**config.mk**
```make
export PLATFORM = sky130hd
export DESIGN_NAME = pcm_bypass_seq
export DESIGN_NICKNAME = d
export VERILOG_FILES = /design/src/rtl/pcm_seq_pkg.sv /design/src/rtl/init_seq.sv /design/src/rtl/mode_reg.sv /design/src/rtl/frame_delay.sv /design/src/rtl/pcm_bypass_seq.sv
export SDC_FILE = /design/constraint.sdc
export NUM_CORES = 1
export LEC_CHECK = 0
export BUFFER_PORTS_ARGS = -buffer_cell sky130_fd_sc_hd__buf_2
export CORE_ASPECT_RATIO = 1.5
export CORE_MARGIN = 3
export CORE_UTILIZATION = 55
export CTS_BUF_LIST = sky130_fd_sc_hd__clkbuf_16
export CTS_CLUSTER_SIZE = 40
export DETAILED_ROUTE_END_ITERATION = 8
export HOLD_SLACK_MARGIN = 0.15
export PLACE_DENSITY = 0.79
export SKIP_LAST_GASP = 1
export SYNTH_ARGS = -nofsm -noshare
export SYNTH_HDL_FRONTEND = slang
export SYNTH_HIERARCHICAL = 1
export SYNTH_SLANG_ARGS = --single-unit
```
**constraint.sdc**
```tcl
create_clock -name clk -period 2.9 [get_ports clk]
set_input_delay 0 -clock clk [delete_from_list [all_inputs] [get_ports clk]]
set_output_delay 0 -clock clk [all_outputs]
set_load 0.005 [all_outputs]
```
**src/rtl/pcm_seq_pkg.sv**
```systemverilog
package pcm_seq_pkg;

    localparam int BYTE_W      = 8;
    localparam int INIT_FRAMES = 8;
    localparam int VOICE_LAG   = 2;
    localparam int CTRL_LAG    = 1;

    typedef enum logic [1:0] {
        SQ_OFF,
        SQ_SYNC,
        SQ_COUNT,
        SQ_READY
    } seq_state_e;

    typedef struct packed {
        logic freeze;
        logic bypass;
    } mode_reg_t;

    localparam mode_reg_t MODE_DEFAULT = '{freeze: 1'b0, bypass: 1'b0};

    function automatic mode_reg_t unpack_mode(input logic [1:0] w);
        return mode_reg_t'(w);
    endfunction

endpackage

```
**src/rtl/init_seq.sv**
```systemverilog
module init_seq
    import pcm_seq_pkg::*;
#(
    parameter int FRAMES = INIT_FRAMES
) (
    input  logic clk,
    input  logic dev_rst_n,
    input  logic frame_stb,
    output logic run_q,
    output logic init_busy
);
    localparam int CNT_W = (FRAMES > 1) ? $clog2(FRAMES) : 1;
    localparam logic [CNT_W-1:0] LAST = CNT_W'(FRAMES - 1);

    seq_state_e       state_q;
    logic [CNT_W-1:0] cnt_q;

    always_ff @(posedge clk) begin
        if (!dev_rst_n) begin
            state_q <= SQ_OFF;
            cnt_q   <= '0;
            run_q   <= 1'b0;
        end else begin
            run_q <= 1'b1;
            case (state_q)
                SQ_OFF:  state_q <= SQ_SYNC;
                SQ_SYNC: if (frame_stb) begin
                    state_q <= SQ_COUNT;
                    cnt_q   <= '0;
                end
                SQ_COUNT: if (frame_stb) begin
                    if (cnt_q == LAST) state_q <= SQ_READY;
                    else               cnt_q   <= cnt_q + 1'b1;
                end
                default: state_q <= SQ_READY;
            endcase
        end
    end

    assign init_busy = (state_q != SQ_READY);

    AST_READY_STICKY: assert property (@(posedge clk) disable iff (!dev_rst_n)
        (state_q == SQ_READY) |=> (state_q == SQ_READY));
    AST_SYNC_NO_COUNT: assert property (@(posedge clk) disable iff (!dev_rst_n)
        (state_q == SQ_SYNC && !frame_stb) |=> (state_q == SQ_SYNC));

endmodule

```
**src/rtl/mode_reg.sv**
```systemverilog
module mode_reg
    import pcm_seq_pkg::*;
(
    input  logic       clk,
    input  logic       dev_rst_n,
    input  logic       init_busy,
    input  logic       wr_req,
    input  logic [1:0] wr_data,
    output logic       wr_ack,
    output mode_reg_t  mode_q
);
    assign wr_ack = wr_req & ~init_busy;

    always_ff @(posedge clk) begin
        if (!dev_rst_n || init_busy) mode_q <= MODE_DEFAULT;
        else if (wr_ack)             mode_q <= unpack_mode(wr_data);
    end

    AST_NO_ACK_BUSY: assert property (@(posedge clk) disable iff (!dev_rst_n)
        init_busy |-> !wr_ack);
    AST_MODE_HELD_BUSY: assert property (@(posedge clk) disable iff (!dev_rst_n)
        init_busy |=> (mode_q == MODE_DEFAULT));

endmodule

```
**src/rtl/frame_delay.sv**
```systemverilog
module frame_delay #(
    parameter int FRAMES = 2,
    parameter int W      = 8
) (
    input  logic         clk,
    input  logic         dev_rst_n,
    input  logic         shift,
    input  logic [W-1:0] din,
    output logic [W-1:0] dout
);
    localparam int STAGES = FRAMES + 1;

    logic [W-1:0] stg [STAGES];

    for (genvar g = 0; g < STAGES; g++) begin : g_stage
        always_ff @(posedge clk) begin
            if (!dev_rst_n)  stg[g] <= '0;
            else if (shift)  stg[g] <= (g == 0) ? din : stg[(g == 0) ? 0 : g - 1];
        end
    end

    assign dout = stg[STAGES-1];

    AST_HOLD_BETWEEN: assert property (@(posedge clk) disable iff (!dev_rst_n)
        !shift |=> $stable(dout));

endmodule

```
**src/rtl/pcm_bypass_seq.sv**
```systemverilog
module pcm_bypass_seq
    import pcm_seq_pkg::*;
(
    input  logic              clk,
    input  logic              dev_rst_n,
    input  logic              frame_stb,
    input  logic              wr_req,
    input  logic [1:0]        wr_data,
    input  logic [BYTE_W-1:0] rin_voice,
    input  logic [BYTE_W-1:0] rin_ctrl,
    input  logic [BYTE_W-1:0] sin_voice,
    input  logic [BYTE_W-1:0] sin_ctrl,
    output logic [BYTE_W-1:0] rout_voice,
    output logic [BYTE_W-1:0] rout_ctrl,
    output logic              rout_oe,
    output logic [BYTE_W-1:0] sout_voice,
    output logic [BYTE_W-1:0] sout_ctrl,
    output logic              sout_oe,
    output logic              wr_ack,
    output logic              init_busy,
    output logic              proc_clk_en,
    output logic              adapt_en,
    output logic              pass_clk_en
);
    logic      run_q;
    mode_reg_t mode_q;
    logic      shift;
    logic [BYTE_W-1:0] dl_rv, dl_rc, dl_sv, dl_sc;

    init_seq #(.FRAMES(INIT_FRAMES)) u_seq (
        .clk, .dev_rst_n, .frame_stb, .run_q, .init_busy
    );

    mode_reg u_mode (
        .clk, .dev_rst_n, .init_busy, .wr_req, .wr_data, .wr_ack, .mode_q
    );

    assign proc_clk_en = run_q & ~mode_q.bypass;
    assign adapt_en    = proc_clk_en & ~mode_q.freeze;
    assign pass_clk_en = run_q;
    assign shift       = frame_stb & proc_clk_en;

    frame_delay #(.FRAMES(VOICE_LAG), .W(BYTE_W)) u_rv (
        .clk, .dev_rst_n, .shift, .din(rin_voice), .dout(dl_rv));
    frame_delay #(.FRAMES(CTRL_LAG),  .W(BYTE_W)) u_rc (
        .clk, .dev_rst_n, .shift, .din(rin_ctrl),  .dout(dl_rc));
    frame_delay #(.FRAMES(VOICE_LAG), .W(BYTE_W)) u_sv (
        .clk, .dev_rst_n, .shift, .din(sin_voice), .dout(dl_sv));
    frame_delay #(.FRAMES(CTRL_LAG),  .W(BYTE_W)) u_sc (
        .clk, .dev_rst_n, .shift, .din(sin_ctrl),  .dout(dl_sc));

    always_comb begin
        if (!run_q) begin
            rout_voice = '0; rout_ctrl = '0;
            sout_voice = '0; sout_ctrl = '0;
        end else if (mode_q.bypass) begin
            rout_voice = rin_voice; rout_ctrl = rin_ctrl;
            sout_voice = sin_voice; sout_ctrl = sin_ctrl;
        end else begin
            rout_voice = dl_rv; rout_ctrl = dl_rc;
            sout_voice = dl_sv; sout_ctrl = dl_sc;
        end
    end

    assign rout_oe = run_q;
    assign sout_oe = run_q;

    AST_BYPASS_COPY: assert property (@(posedge clk) disable iff (!dev_rst_n)
        mode_q.bypass |-> (rout_voice == rin_voice && sout_ctrl == sin_ctrl));
    AST_BYPASS_GATED: assert property (@(posedge clk) disable iff (!dev_rst_n)
        mode_q.bypass |-> (!shift && !adapt_en));
    AST_FREEZE_PROC: assert property (@(posedge clk) disable iff (!dev_rst_n)
        (mode_q.freeze && !mode_q.bypass && run_q) |-> (proc_clk_en && !adapt_en));
    AST_BUSY_DEFAULT: assert property (@(posedge clk) disable iff (!dev_rst_n)
        (init_busy && run_q) |-> proc_clk_en);

endmodule

```
==> results of run 1 <==
-- cell families (layout without fill, tap and decap cells) --
family | count (synthesis) | in the layout | synth area share [%]
AOI/OAI and AO/OA | 4 | 4 | 0.838
adders and majority gates | 2 | 2 | 0.621
muxes | 34 | 34 | 8.44
and+or+nand+nor | 133 | 133 | 21.5
DFF | 88 | 88 | 63.6
buffers and inverters | 22 | 141 | 5.06
-- critical path: stages (launching register included) --
cell and delay [ps]:
sky130_fd_sc_hd__dfxtp_2 320, sky130_fd_sc_hd__buf_4 490, sky130_fd_sc_hd__mux2i_1 140, sky130_fd_sc_hd__dlygate4sd3_1 590, sky130_fd_sc_hd__nor2_1 80, sky130_fd_sc_hd__dlygate4sd3_1 540
-- sequential cells by signal (all words and copies together) (netlist names) --
register       flops
u_mode/mode_q      2
u_sc/stg          16
u_seq/cnt_q        3
u_sv/stg          24
u_seq/state_q      2
u_rc/stg          16
u_rv/stg          24
u_seq/run_q        1
-- worst min path at each step --
stage / from / end / slack (ps)
3_3_place_gp: wr_data[1] / u_mode/mode_q[1] / 230
3_5_place_dp: wr_data[0] / u_mode/mode_q[0] / 250
2_1_floorplan: dev_rst_n / u_seq/run_q / 30
6_report: wr_req / wr_ack / 370
4_1_cts: wr_req / wr_ack / 370
5_1_grt: wr_req / wr_ack / 380
-- power by group through the flow --
stage / clock (mW) / combinational, mW / sequential (mW)
5_1_grt: 1.25 / 0.266 / 1.49
6_report: 1.16 / 0.240 / 1.49
3_3_place_gp: 0 / 0.192 / 1.51
4_1_cts: 1.19 / 0.238 / 1.49
2_1_floorplan: 0 / 0.119 / 1.50
3_5_place_dp: 0 / 0.199 / 1.51
-- cell type report --
type                            count  area share, %
Clock buffer                        9           4.42
Clock inverter                      7           1.57
Inverter                            1         0.0736
Multi-Input combinational cell    173           24.8
Sequential cell                    88           50.3
Tap cell                           97           2.38
Timing Repair Buffer              124           16.5
-- stage by stage --
stage          power [mW]  setup WS (ps)  hold slack (ps)  cells
2_1_floorplan        1.62            727             27.7    283
3_3_place_gp         1.70            927              231    443
3_5_place_dp         1.71            794              245    443
4_1_cts              2.91            708              373    499
5_1_grt              3.01            531              380    499
6_report             2.89            681              371    499
-- cells in the mapped netlist, drive strengths merged (3+ instances only) --
library cell	number	area [um^2]
nor2b	37	234
and3	81	532
buf	18	189
and2	3	21.3
dfxtp	8	160
mux2i	34	340
clkbuf	3	11.3
nand2b	5	31.3
edfxtp	80	2400
-- metal layers --
layer	vias to the layer above	GRT usage (%)	part of all wire [%]
li1	1278	-	-
met1	1266	25.4	43
met2	59	33.2	53
met3	9	4.26	3.1
met4	0	7.47	1.7
met5	-	0	0
-- repair_timing --
action,CTS,global route
endpoints found under the setup margin,0,0
endpoints found under the hold margin,37,0
hold buffers,40,0
setup buffers,0,0
==> impl_summary.txt, run 1 <==
----------------------------------------------------
[Outcome]
  Status ... complete, no violations

[Detailed routing]
  Number of iterations in the first detailed-routing pass ... 4
  Post-DR wirelength/cell ... about 16 um
  Via total after detailed routing ... ~2600
  Detailed-route vias per instance ... approximately 5.2
  Post-DRT Antenna Nets ... 0
  Wire length reported by the detailed router ... about 8000 um
  Number of DRC violations after detailed-routing iteration 0 ... between 200 and 250
  Residual DRC ... 0

[Final layout]
  Filler cell count in the final layout ... about 440
  Most frequent cells in the layout ... sky130_fd_sc_hd__edfxtp_1 (80), sky130_fd_sc_hd__buf_2 (76), sky130_fd_sc_hd__and3_1 (61)
  Share of post-route cells with drive strength above 1 ... between 30% and 40%
  Area of all placed cells without fillers ... between 0.005 and 0.006 mm^2
  Storage element area ... approximately 0.0026 mm^2
  Combined area of the multi-input logic cells ... between 0.001 and 0.0015 mm^2
  Final standard cell utilization of the core ... 73.0%
  Most common cell after layout, fill and taps aside ... sky130_fd_sc_hd__edfxtp_1
  Area added between synthesis and finish ... 26.5%
  Antenna cells ... 0
  Post-layout nets ... about 440

[Setup path]
  Critical path startpoint ... u_mode/mode_q[0]
  Worst-case register-to-register setup slack ... 680 ps
  Capture point of the worst reg-to-reg path ... u_mode/mode_q[0]
  CP endpoint ... u_mode/mode_q[0]
  Worst Setup End Kind ... flop
  Startpoint class of the critical path ... flop
  Origin of the critical flop-to-flop path ... u_mode/mode_q[0]
  Crit-path max FO ... 33
  Data required time of the worst path ... 3160 ps
  Data arrival time of the worst path ... 2480 ps
  Register-to-Register Path Depth ... 5
  Critical setup path kind ... reg -> reg

[Power]
  IR drop worst, VDD ... between 0.5 and 0.6 mV
  Proportion of power drawn by flip-flops and latches ... 51.5%
  Internal portion of total power ... 2.32 mW
  Leakage Power ... 2.28 nW
  Combinational power share ... between 8 and 9%
  Switching part of the total ... between 15 and 20%
  Switching power ... approximately 570 uW
  Power Density ... between 500 and 600 mW/mm^2
  Clock network fraction of design power ... roughly two fifths

[Die]
  Total die area ... around 0.0084 mm^2
  Width of the die ... 75.9 um
  Count of standard-cell rows ... 37
  Placeable core region ... between 0.006 and 0.007 mm^2
  Die height ... between 100 and 150 um
  Boundary Pins ... 77
  Initial Util ... 57.7%

[Yosys]
  Primary flip-flop cell chosen by synthesis mapping ... sky130_fd_sc_hd__edfxtp_1
  Cell area after synthesis ... about 0.0040 mm^2
  Yosys warnings ... 6
  Part of the Yosys area used for sequential elements ... ~64%
  Distinct cells, synth ... 24
  Number of enable-type register cells in the synthesized netlist ... 80
  Post-Syn Nets ... about 320
  Ys async rst share ... 0%
  FF+latch count, synth ... 88
  Number of instances in the synthesized netlist ... ~280
  Average size of a mapped cell ... 14.2 um^2

[STA]
  Final Hold Viols ... 0
  Setup-failing EPs final ... 0
  Total Neg Setup Slack ... 0 ps
  Tcrit/Tclk final ... 76.5%
  Normalized max-slew margin ... about half
  Final max-slew violation count ... 0
  Post-layout minimum cycle time ... between 2000 and 2500 ps
  Layout Skew ... between 3 and 4 ps
  Peak clock frequency supported by timing ... 451 MHz
  Least-Margin Pin Slew ... between 700 and 800 ps
  Unrepaired setup endpoints after global routing ... no

[Min path]
  Cells on Worst Hold Path ... 3
  Kind of path behind the tightest hold check ... in -> out

[CTS]
  Number of buffers created by CTS ... 9
  Htree depth ... 3
  Clock tree from TritonCTS ... yes
  Clk Latency, worst-skew pair ... 320 ps
  Bufs on Longest Clock Path ... 2
  Clock root buffer ... sky130_fd_sc_hd__clkbuf_16
  Clock sinks ... 88
  Worst-path clk slew ... approximately 60 ps
  # resized after CTS ... 0

[Placement]
  Placer congestion estimate ... about 0.76
  Buffers on Ports ... 76
  HPWL after DPL ... about 4700 um
  Area of placed instances ... 0.00439 mm^2

[Job]
  Max-cap viol count ... 0

[GRT]
  Global router's overall resource usage ... about a fifth
  Global-route wire length before repair ... about 13000 um
  Vias in the first global route ... 2624
  Aggregate global routing overflow ... 0
  Pin count of the biggest net entering global routing ... 53
  Initial antenna violation count ... 0

----------------------------------------------------
No activity file was read; power rests on OpenSTA's default activity.
==> inputs of run 2 (changes only) <==
- CORE_UTILIZATION: 55 -> 50
- PLACE_DENSITY: 0.79 -> 0.76
- clock period: 2.9 -> 2 ns (I/O delays scaled with it)
==> run 2 against run 1 <==
  * Cell area rose by 0.86%
  * Sequential cell count did not move
  * Maximum frequency rose by 31%
  * Clock power rose by 41%
  * Non-clock buffer count rose by 3
  * First-iteration DRC count rose by 11%
  * Sequential share of layout area fell by 0.43 points
  * Largest cell class unchanged
  * Largest power group unchanged
  * Highest routed layer unchanged
==> impl_summary.txt, run 2 (synthesized netlist as in run 1, its figures left out) <==
----------------------------------------------------
[Final layout]
  Most frequent cells in the layout ... sky130_fd_sc_hd__edfxtp_1 (80), sky130_fd_sc_hd__buf_2 (76), sky130_fd_sc_hd__and3_1 (61)
  Largest registers ... u_rv/stg x24, u_sv/stg x24
  Post-layout nets ... 440
  Filler cell count in the final layout ... 584
  Final standard cell utilization of the core ... between 60% and 70%
  Share of post-route cells with drive strength above 1 ... about 32%
  Storage element area ... roughly 0.0026 mm^2
  Area added between synthesis and finish ... 27.6%
  Antenna cells ... 0
  Most common cell after layout, fill and taps aside ... sky130_fd_sc_hd__edfxtp_1
  Combined area of the multi-input logic cells ... 0.00127 mm^2

[CTS]
  # resized after CTS ... 0
  Worst-path clk slew ... approximately 60 ps
  Htree depth ... 3
  CTS hold repair buffers ... 38
  Clock sinks ... 88
  Number of buffers created by CTS ... 9
  Clk Latency, worst-skew pair ... 320 ps
  Bufs on Longest Clock Path ... 2
  Number of post-CTS setup repair buffers ... 0
  Clock root buffer ... sky130_fd_sc_hd__clkbuf_16
  Clock tree from TritonCTS ... yes

[Setup path]
  Data arrival time of the worst path ... between 1500 and 2000 ps
  Data required time of the worst path ... about 2300 ps
  Origin of the critical flop-to-flop path ... u_mode/mode_q[0]
  Startpoint class of the critical path ... flop
  Worst Setup End Kind ... flop
  Crit-path max FO ... 33
  Critical path startpoint ... u_mode/mode_q[0]
  Critical setup path kind ... reg -> reg

[STA]
  Unrepaired setup endpoints after global routing ... no
  Normalized max-slew margin ... between 60% and 70%
  Least-Margin Pin Slew ... about 600 ps
  Post-layout minimum cycle time ... 1690 ps
  Layout Skew ... roughly 6.7 ps
  Total Neg Setup Slack ... 0 ps
  Final max-slew violation count ... 0
  Final Hold Viols ... 0
  Setup-failing EPs final ... 0
  Tcrit/Tclk final ... between 80% and 90%
  Peak clock frequency supported by timing ... a little under 600 MHz

[Detailed routing]
  Post-DR wirelength/cell ... 15.2 um
  Post-DRT Antenna Nets ... 0
  Number of iterations in the first detailed-routing pass ... 5
  Via total after detailed routing ... roughly 2700
  Detailed-route vias per instance ... 5.24
  Number of DRC violations after detailed-routing iteration 0 ... 228
  Residual DRC ... 0
  Wire length reported by the detailed router ... slightly below 8000 um

[Placement]
  HPWL after DPL ... approximately 4700 um
  Placer congestion estimate ... just over 0.7
  Buffers on Ports ... 76

[Die]
  Boundary Pins ... between 70 and 80
  Die height ... between 100 and 150 um
  Placeable core region ... approximately 0.0077 mm^2
  Count of standard-cell rows ... 39
  Initial Util ... around 52%
  Width of the die ... 79.3 um
  Total die area ... ~0.009 mm^2

[Power]
  Proportion of power drawn by flip-flops and latches ... roughly half
  Switching part of the total ... around a fifth
  IR drop worst, VDD ... between 0.6 and 0.7 mV
  Power Density ... just over 800 mW/mm^2
  Switching power ... 874 uW
  Combinational power share ... slightly below 9%
  Clock network fraction of design power ... around two fifths
  Internal portion of total power ... 3.27 mW
  Leakage Power ... 2.29 nW

[GRT]
  Global router's overall resource usage ... 17.6%
  Vias in the first global route ... ~2600
  Global-route wire length before repair ... approximately 12000 um
  Initial antenna violation count ... 0
  Pin count of the biggest net entering global routing ... 40
  Aggregate global routing overflow ... 0

[Min path]
  Worst hold path startpoint ... wr_req
  Kind of path behind the tightest hold check ... in -> out

[Outcome]
  Status ... complete, no violations

[Job]
  Max-cap viol count ... 0

----------------------------------------------------
==> run 2: power by group through the flow <==
stage	registers [mW]	logic, mW	clock network, mW
after global placement	2.19	0.298	0
after detailed placement	2.19	0.307	0
after floorplan	2.18	0.174	0
final	2.15	0.364	1.63
after CTS	2.15	0.364	1.67
after global routing	2.16	0.403	1.75
==> run 2: cell type report <==
cell class                      instances  share of cell area (%)
Clock buffer                            9                    4.38
Clock inverter                          7                    1.36
Multi-Input combinational cell        173                    24.7
Sequential cell                        88                    49.8
Tap cell                              102                    2.48
Timing Repair Buffer                  127                    17.2
Inverter                                1                  0.0730
==> run 2: worst max-delay path, stage by stage, from the launching register on <==
cell	delay, ps
sky130_fd_sc_hd__dfxtp_2	320
sky130_fd_sc_hd__buf_4	490
sky130_fd_sc_hd__mux2i_1	140
sky130_fd_sc_hd__dlygate4sd3_1	590
sky130_fd_sc_hd__nor2_1	80
==> run 2: layer usage <==
layer  vias up  global-route usage (%)  wire, um
li1       1284                       -         -
met2        66                    29.0      3890
met1      1300                    23.5      3390
met3         7                    3.34       338
met4         0                    6.08       105
met5         -                       0         0
==> run 2: worst paths after layout <==
check,cells after the start,slack (ps),end
setup reg to reg,4,310,u_mode/mode_q[0]
hold reg to reg,1,500,u_seq/cnt_q[2]
hold / removal,3,370,wr_ack
setup / recovery,4,310,u_mode/mode_q[0]
==> run 2: metrics by stage <==
step / hold WS, ps / power, mW / std cells / area, um^2 / worst slack (ps)
6_report: 373 / 4.15 / 507 / 5140 / 309
5_1_grt: 383 / 4.31 / 507 / 5140 / 143
4_1_cts: 343 / 4.19 / 507 / 5140 / 313
3_5_place_dp: 250 / 2.50 / 453 / 4470 / 370
3_3_place_gp: 248 / 2.49 / 453 / 4470 / 479
2_1_floorplan: 27.7 / 2.35 / 283 / 4040 / 26.0
